===== src/rtl/exc_ctl_pkg.sv =====
package exc_ctl_pkg;

    localparam int PC_W     = 32;
    localparam int CAUSE_W  = 3;
    // number of pipeline registers tracked: decode, execute, memory
    localparam int PIPE_REGS  = 3;
    // stages that can be killed: fetch plus the tracked ones
    localparam int KILL_W     = PIPE_REGS + 1;

    typedef logic [CAUSE_W-1:0] cause_t;
    typedef logic [PC_W-1:0]    pc_t;

    // cause codes, ordered by the stage that raises them
    localparam cause_t CAUSE_IRQ     = cause_t'(0);
    localparam cause_t CAUSE_FETCH   = cause_t'(1);
    localparam cause_t CAUSE_ILLEGAL = cause_t'(2);
    localparam cause_t CAUSE_OVF     = cause_t'(3);
    localparam cause_t CAUSE_DADDR   = cause_t'(4);

    // exception tag carried with each instruction
    typedef struct packed {
        logic   valid;
        pc_t    pc;
        logic   pend;
        cause_t cause;
    } slot_t;

endpackage


===== src/rtl/exc_merge.sv =====
// Adds a stage-local fault to the tag of the instruction in that stage.
// A fault already pending from an older stage is kept unchanged.
module exc_merge
    import exc_ctl_pkg::*;
#(
    parameter cause_t CODE = CAUSE_ILLEGAL
) (
    input  slot_t slot_i,
    input  logic  fault_i,
    output slot_t slot_o
);
    always_comb begin
        slot_o = slot_i;
        if (slot_i.valid && !slot_i.pend && fault_i) begin
            slot_o.pend  = 1'b1;
            slot_o.cause = CODE;
        end
    end
endmodule


===== src/rtl/exc_slot_reg.sv =====
// One pipeline register for the exception tag, cleared on flush.
module exc_slot_reg
    import exc_ctl_pkg::*;
(
    input  logic  clk_i,
    input  logic  rst_ni,
    input  logic  flush_i,
    input  slot_t slot_i,
    output slot_t slot_o
);
    slot_t slot_d, slot_q;

    always_comb begin
        slot_d = slot_i;
        if (flush_i) begin
            slot_d = '0;
        end
    end

    always_ff @(posedge clk_i) begin
        if (!rst_ni) begin
            slot_q <= '0;
        end else begin
            slot_q <= slot_d;
        end
    end

    assign slot_o = slot_q;
endmodule


===== src/rtl/exc_commit.sv =====
// Commit-point decision: interrupt overrides, otherwise the tag's cause.
module exc_commit
    import exc_ctl_pkg::*;
(
    input  slot_t  head_i,
    input  logic   irq_i,
    output logic   take_o,
    output cause_t cause_o,
    output pc_t    epc_o,
    output logic   retire_o
);
    always_comb begin
        take_o   = 1'b0;
        cause_o  = head_i.cause;
        epc_o    = head_i.pc;
        retire_o = 1'b0;
        if (head_i.valid) begin
            if (irq_i) begin
                take_o  = 1'b1;
                cause_o = CAUSE_IRQ;
            end else if (head_i.pend) begin
                take_o  = 1'b1;
            end else begin
                retire_o = 1'b1;
            end
        end
    end
endmodule


===== src/rtl/exc_commit_ctl.sv =====
module exc_commit_ctl
    import exc_ctl_pkg::*;
#(
    parameter pc_t HANDLER_PC = pc_t'(32'h0000_0100)
) (
    input  logic               clk_i,
    input  logic               rst_ni,
    input  logic               fetch_valid_i,
    input  logic [PC_W-1:0]    fetch_pc_i,
    input  logic               fetch_fault_i,
    input  logic               dec_illegal_i,
    input  logic               exe_overflow_i,
    input  logic               mem_addr_fault_i,
    input  logic               ext_irq_i,
    output logic [KILL_W-1:0]  kill_o,
    output logic               redirect_valid_o,
    output logic [PC_W-1:0]    redirect_pc_o,
    output logic               mem_write_ok_o,
    output logic               wb_valid_o,
    output logic [CAUSE_W-1:0] cause_o,
    output logic [PC_W-1:0]    epc_o
);
    localparam int HEAD = PIPE_REGS - 1;

    typedef struct packed {
        cause_t cause;
        pc_t    epc;
        logic   wb_valid;
    } ctl_t;

    slot_t             fetch_slot;
    slot_t             slot_in  [PIPE_REGS];
    slot_t             slot_q   [PIPE_REGS];
    slot_t             merged   [PIPE_REGS];
    logic [PIPE_REGS-1:0] stage_fault;

    logic   take;
    logic   retire;
    cause_t take_cause;
    pc_t    take_epc;

    ctl_t ctl_d, ctl_q;

    // fetch fault is the oldest possible tag source
    always_comb begin
        fetch_slot.valid = fetch_valid_i;
        fetch_slot.pc    = fetch_pc_i;
        fetch_slot.pend  = fetch_valid_i && fetch_fault_i;
        fetch_slot.cause = fetch_fault_i ? CAUSE_FETCH : CAUSE_IRQ;
    end

    assign stage_fault = {mem_addr_fault_i, exe_overflow_i, dec_illegal_i};

    for (genvar k = 0; k < PIPE_REGS; k++) begin : g_stage
        if (k == 0) begin : g_first
            assign slot_in[k] = fetch_slot;
        end else begin : g_next
            assign slot_in[k] = merged[k-1];
        end

        exc_slot_reg u_reg (
            .clk_i  (clk_i),
            .rst_ni (rst_ni),
            .flush_i(take),
            .slot_i (slot_in[k]),
            .slot_o (slot_q[k])
        );

        exc_merge #(
            .CODE(cause_t'(int'(CAUSE_ILLEGAL) + k))
        ) u_merge (
            .slot_i (slot_q[k]),
            .fault_i(stage_fault[k]),
            .slot_o (merged[k])
        );
    end

    exc_commit u_commit (
        .head_i  (merged[HEAD]),
        .irq_i   (ext_irq_i),
        .take_o  (take),
        .cause_o (take_cause),
        .epc_o   (take_epc),
        .retire_o(retire)
    );

    always_comb begin
        ctl_d          = ctl_q;
        ctl_d.wb_valid = retire;
        if (take) begin
            ctl_d.cause = take_cause;
            ctl_d.epc   = take_epc;
        end
    end

    always_ff @(posedge clk_i) begin
        if (!rst_ni) begin
            ctl_q <= '0;
        end else begin
            ctl_q <= ctl_d;
        end
    end

    assign kill_o           = {KILL_W{take}};
    assign redirect_valid_o = take;
    assign redirect_pc_o    = take ? HANDLER_PC : '0;
    assign mem_write_ok_o   = retire;
    assign wb_valid_o       = ctl_q.wb_valid;
    assign cause_o          = ctl_q.cause;
    assign epc_o            = ctl_q.epc;
endmodule


===== config.mk =====
export PLATFORM = sky130hd
export DESIGN_NAME = exc_commit_ctl
export DESIGN_NICKNAME = d
export VERILOG_FILES = /design/src/rtl/exc_ctl_pkg.sv /design/src/rtl/exc_merge.sv /design/src/rtl/exc_slot_reg.sv /design/src/rtl/exc_commit.sv /design/src/rtl/exc_commit_ctl.sv
export SDC_FILE = /design/constraint.sdc
export NUM_CORES = 1
export LEC_CHECK = 0
export BUFFER_PORTS_ARGS = -buffer_cell sky130_fd_sc_hd__buf_4
export CAP_MARGIN = 20
export CORE_MARGIN = 3
export CORE_UTILIZATION = 40
export DETAILED_ROUTE_END_ITERATION = 12
export GPL_TIMING_DRIVEN = 0
export PLACE_DENSITY = 0.72
export RECOVER_POWER = 50
export SKIP_LAST_GASP = 1
export SLEW_MARGIN = 20
export SYNTH_ARGS = -nofsm -noshare
export SYNTH_HDL_FRONTEND = slang
export SYNTH_SLANG_ARGS = --single-unit

===== constraint.sdc =====
create_clock -name clk_i -period 1.3 [get_ports clk_i]
set_input_delay 0.13 -clock clk_i [delete_from_list [all_inputs] [get_ports clk_i]]
set_output_delay 0.13 -clock clk_i [all_outputs]
set_load 0.005 [all_outputs]

Word-level counts from Yosys, hierarchy flattened:

Index checks and enable logic that the tools add are counted.

* register bits: 147
* word-level logic and storage cells: 44

* mux-type cells: 13
* bitwise gates (word level): 1
* reductions and logical operators: 13

Operators with widths (number)
* $mux 4: 3
* $mux 9: 1
* $logic_and 1x1->1: 7
* $mux 1: 7
* $mux 3: 2
* $reduce_or 3->1: 2
* $logic_not 1->1: 3
* $reduce_or 2->1: 1
* $not 1->1: 1

Logic depth before layout (Yosys ltp):

* depth in word-level cells: 8
* gate-level depth with buffers: 5
* mapped depth without buffers: 3

Cells and area by module:

From an unflattened synthesis, not the netlist that was laid out.

* cells, all modules: 543
* area total of the unflattened synthesis: 6251.0 µm²

By module, submodules not included
* exc_slot_reg: seq. area each 740.7 µm², area each 1141.1 µm², times used 3, cells an instance 80
* exc_commit_ctl: seq. area each 720.7 µm², area each 1659.1 µm², times used 1, cells an instance 152
* exc_merge: seq. area each 0.0 µm², area each 295.3 µm², times used 3, cells an instance 38
* exc_commit: seq. area each 0.0 µm², area each 282.8 µm², times used 1, cells an instance 37

Worst setup path before layout:

No wires, ideal clock.

* path kind: register to register
* from: reg, netlist name g_stage[2].u_reg.slot_o[3]
* to: reg ctl_q, in the netlist epc_o[0]
* library setup time: 0.121 ns
* stages on the path, launching flop included: 6
* data arrival time: 1.141 ns
* period minus slack after synthesis: 1.262 ns
* required time: 1.179 ns
* slack: 0.038 ns
* cells stage by stage: dfxtp_1 o31ai_4 inv_2 buf_6 buf_4 mux2i_1

* cells in the longest elaborated chain, start to end: 7

Ends and longest elaborated chain
* $logic_not 1->1: line exc_merge.sv:14 `if (slot_i.valid && !slot_i.pend && fault_i) begin`
* $logic_and 1x1->1 (2 in a row): line exc_merge.sv:14
* $mux 4 (*): line exc_merge.sv:14
* $mux 1 (*): line exc_commit.sv:21 `end else if (head_i.pend) begin`
* $mux 1 (*): line exc_commit.sv:18 `if (irq_i) begin`
* $mux 1 (*): line exc_commit.sv:17 `if (head_i.valid) begin`
* to (signal assigned): line exc_commit_ctl.sv:100 `ctl_q <= ctl_d;`
* to (decl): line exc_commit_ctl.sv:42 `ctl_t ctl_d, ctl_q;`

Mark *: on every way between the ends. The rest lies on a longest branch, timed or not.
A chain may end at the register's enable or synchronous reset.

Final worst setup path:

* from: reg, netlist name g_stage[2].u_reg.slot_o[3]
* to: out kill_o[1]

* cells in the longest elaborated chain, start to end: 7

Ends and longest elaborated chain
* $logic_not 1->1: line exc_merge.sv:14
* $logic_and 1x1->1 (2 in a row): line exc_merge.sv:14
* $mux 4 (*): line exc_merge.sv:14
* $mux 1 (*): line exc_commit.sv:21
* $mux 1 (*): line exc_commit.sv:18
* $mux 1 (*): line exc_commit.sv:17
* to (decl): line exc_commit_ctl.sv:15 `output logic [KILL_W-1:0] kill_o,`

Marks and branches as above.

==> flow_summary_export.csv <==
group,metric,value,unit
status,violations,"setup timing",
logic_synthesis,synth-simple-area-share,20.4,%
clock_network,htreeDepth,4,
die,core_region_area,11100,sq um
global_routing,grt-ovfl-total,0,
routing,drt-total-wl,12100,microns
worst_setup_path,start_kind,"flop",
worst_setup_path,reg2regPathDepth,7,
worst_setup_path,regToRegSetupSlack,-0.22,ns
worst_setup_path,path_cells,"o31ai_4 -> inv_2 -> buf_12 -> buf_12 -> buf_6 -> buf_6",
global_routing,grtUsageMet3,5.20,%
worst_setup_path,r2r-end,"epc_o[10]",
sta,max_slew.worst_pin.slew,0.573,ns
global_routing,grt_pass1_wl,16200,microns
worst_setup_path,cp_num_buf_inv,5,
worst_setup_path,critPathSlowestCell,"dfxtp_4",
worst_setup_path,cp.arrival,1.59,ns
cells_and_area,num_antenna_cells,0,
sta,max_freq,0.580,GHz
cells_and_area,area_growth,53.4,%
logic_synthesis,ys_seq_elements,143,
sta,finClkSkew,0.00840,ns
cells_and_area,fin_nets,669,
sta,rsz0062_at_grt,"true",
routing,vias,3571,
global_routing,antenna_found_initial,0,
cells_and_area,layout_commonest_cell,"dfxtp_1",
clock_network,cts_tree,"yes",
status,outcome,"finished with violations",
logic_synthesis,ys_warn_count,0,
sta,max_slew_margin,61.8,%
die,fp.dieH,114,microns
logic_synthesis,synth_compound_area_share,1.69,%
worst_setup_path,worstSetupPathType,"reg -> out",
cells_and_area,final_area,7140,sq um
global_routing,grt_util_met2,26.4,%
clock_network,clock_latency,0.41,ns
power,power,10.1,mW
routing,ant_nets,0,
die,initial_core_util,41.8,%
sta,drv_slew,0,
global_routing,grt-busiest-layer,"met2",
power,power.density,1420,nW/um^2
global_routing,grt_start_max_net_pins,17,
sta,setup_viol,130,
hold_path,min_from,"ext_irq_i",
worst_setup_path,r2r_start,"g_stage[2].u_reg.slot_o[3]",
logic_synthesis,synth_mux_area_share,6.88,%
clock_network,clockBufferDepth,2,
clock_network,clk_pin_slew,0.06,ns
logic_synthesis,syn_avg_cell_area,10.7,sq um
clock_network,cts_made_buffers,17,
global_routing,grt_pass1_vias,3309,
cells_and_area,final_cell_mix,"141 x dfxtp_1, 97 x and3_1, 90 x buf_4",
die,design.die.area,13000,sq um
routing,route.detailed.drc,0,
power,max-vdd-ir-drop,0.000889,V
hold_path,min_path_cells,3,
sta,finalCritPeriodShare,133,%
worst_setup_path,crit_fanout,8,
place,dpl.hpwl,6610,microns
place,dpl-instance-area,5550,sq um
sta,tns,-14.17,ns
worst_setup_path,slowest_delay,0.35,ns
power,p_leak,3.36,nW
routing,wl_per_cell,15.5,microns
die,rows,38,
logic_synthesis,syn_area,4650,sq um
routing,drtIter0Drc,229,
sta,setup_ws,-0.424,ns
routing,dr.pass1.iters,4,
clock_network,numClockSinks,143,
logic_synthesis,synth_top_family_by_area,"simple AND/OR/NAND/NOR gates",
worst_setup_path,endpoint_kind,"output pin",
die,die_w,114,microns
hold_path,min_path_type,"in -> reg",
cells_and_area,post-route-util,64.2,%
sta,holdWs,0.0409,ns
logic_synthesis,syn_inst,435,
place,port_buffers,81,
global_routing,grt_use_total,15.9,%
sta,hold_viol_final,0,
worst_setup_path,crit_family,"buffers and inverters",
run,maxCapViolCount,0,
hold_path,hold_end,"wb_valid_o",
global_routing,grt_use_met1,19.3,%
logic_synthesis,synthAdderAreaFrac,0,%
place,gp_congestion,0.766,
logic_synthesis,synthXorXnorAreaFrac,0,%
clock_network,cts_root_buffer,"clkbuf_16",
logic_synthesis,ys_seq_area_share,61.5,%
routing,via_per_inst,4.57,
cells_and_area,drive_gt1_share,31.3,%
logic_synthesis,synthDistinctLibCells,22,
die,ios,114,
sta,min_period,1.72,ns
worst_setup_path,required,1.17,ns
kinds of logic (layout without fill, tap and decap cells):
kind of cell / after synthesis / after routing
and+or+nand+nor: 176 / 176
DFF: 143 / 143
buffers and inverters: 74 / 251
muxes: 32 / 32
AOI/OAI and AO/OA: 9 / 9
other: 1 / 31
worst max-delay path by stage:
stage               slack [ns]                       start                     endpoint  depth (start not counted)
CTS                      -0.42  g_stage[2].u_reg.slot_o[3]             redirect_pc_o[8]                          6
detailed placement       -0.28  g_stage[2].u_reg.slot_o[3]  g_stage[0].u_reg.slot_o[22]                          4
floorplan                 0.04  g_stage[2].u_reg.slot_o[3]                     epc_o[0]                          5
global route             -0.45  g_stage[2].u_reg.slot_o[3]             redirect_pc_o[8]                          6
finish                   -0.42  g_stage[2].u_reg.slot_o[3]                    kill_o[1]                          6
global placement         -0.26  g_stage[2].u_reg.slot_o[3]  g_stage[0].u_reg.slot_o[15]                          4
layer usage:
layer,part of all wire (%),up-vias
li1,-,1770
met1,41,1652
met2,51,132
met3,6.3,17
met4,1.8,0
met5,0,-
flip-flops by register name, indices dropped and copies added (netlist names):
name and flops:
wb_valid_o 1, g_stage.u_reg.slot_o 107, cause_o 3, epc_o 32
through the flow:
step / worst slack [ns] / instances
global route: -0.447 / 782
detailed placement: -0.276 / 686
floorplan: 0.0382 / 465
CTS: -0.415 / 764
finish: -0.424 / 782
global placement: -0.261 / 686
cells in the mapped netlist (all sizes together):
| library cell | count | area, sq um |
|---|---|---|
| nor3 | 5 | 25.0 |
| buf | 44 | 327 |
| nand2 | 64 | 240 |
| a32o | 2 | 20.0 |
| and4 | 2 | 17.5 |
| o31ai | 1 | 21.3 |
| dfxtp | 143 | 2860 |
| a21oi | 3 | 15.0 |
| o21a | 1 | 7.51 |
| nand3b | 3 | 22.5 |
| conb | 1 | 3.75 |
| and4b | 1 | 10.0 |
| clkbuf | 26 | 97.6 |
| a211oi | 2 | 15.0 |
| inv | 4 | 15.0 |
| mux2i | 32 | 320 |
| and3 | 100 | 626 |
| nor4b | 1 | 8.76 |
worst register-to-register path, cell delays in order (launching register included):
cell and delay (ns):
dfxtp_4 0.35, o31ai_4 0.25, inv_2 0.10, buf_12 0.14
buf_4 0.14, buf_12 0.14, buf_8 0.14, mux2i_2 0.15
report_power, final:
part           internal [mW]  switching, mW  leakage, nW
Combinational          0.398          0.280         1.90
Sequential              4.52         0.0462         1.17
Clock                   3.07           1.82        0.285
cell type report:
class / instances / area (sq um)
Buffer: 68 / 552
Clock buffer: 19 / 443
Clock inverter: 13 / 165
Fill cell: 810 / 3990
Inverter: 4 / 15.0
Multi-Input combinational cell: 248 / 1540
Sequential cell: 143 / 2870
Tap cell: 140 / 175
Timing Repair Buffer: 147 / 1380
repair_timing:
| item | CTS | global route |
|---|---|---|
| hold buffers | 37 | 1 |
| gates resized for setup | 39 | 68 |
| pin swaps | 3 | 4 |
| endpoints found under the setup margin | 132 | 112 |
| setup buffers | 15 | 13 |
| gates cloned | 0 | 9 |
| hold endpoints to repair | 38 | 1 |
(Power assumes the default switching activity.)
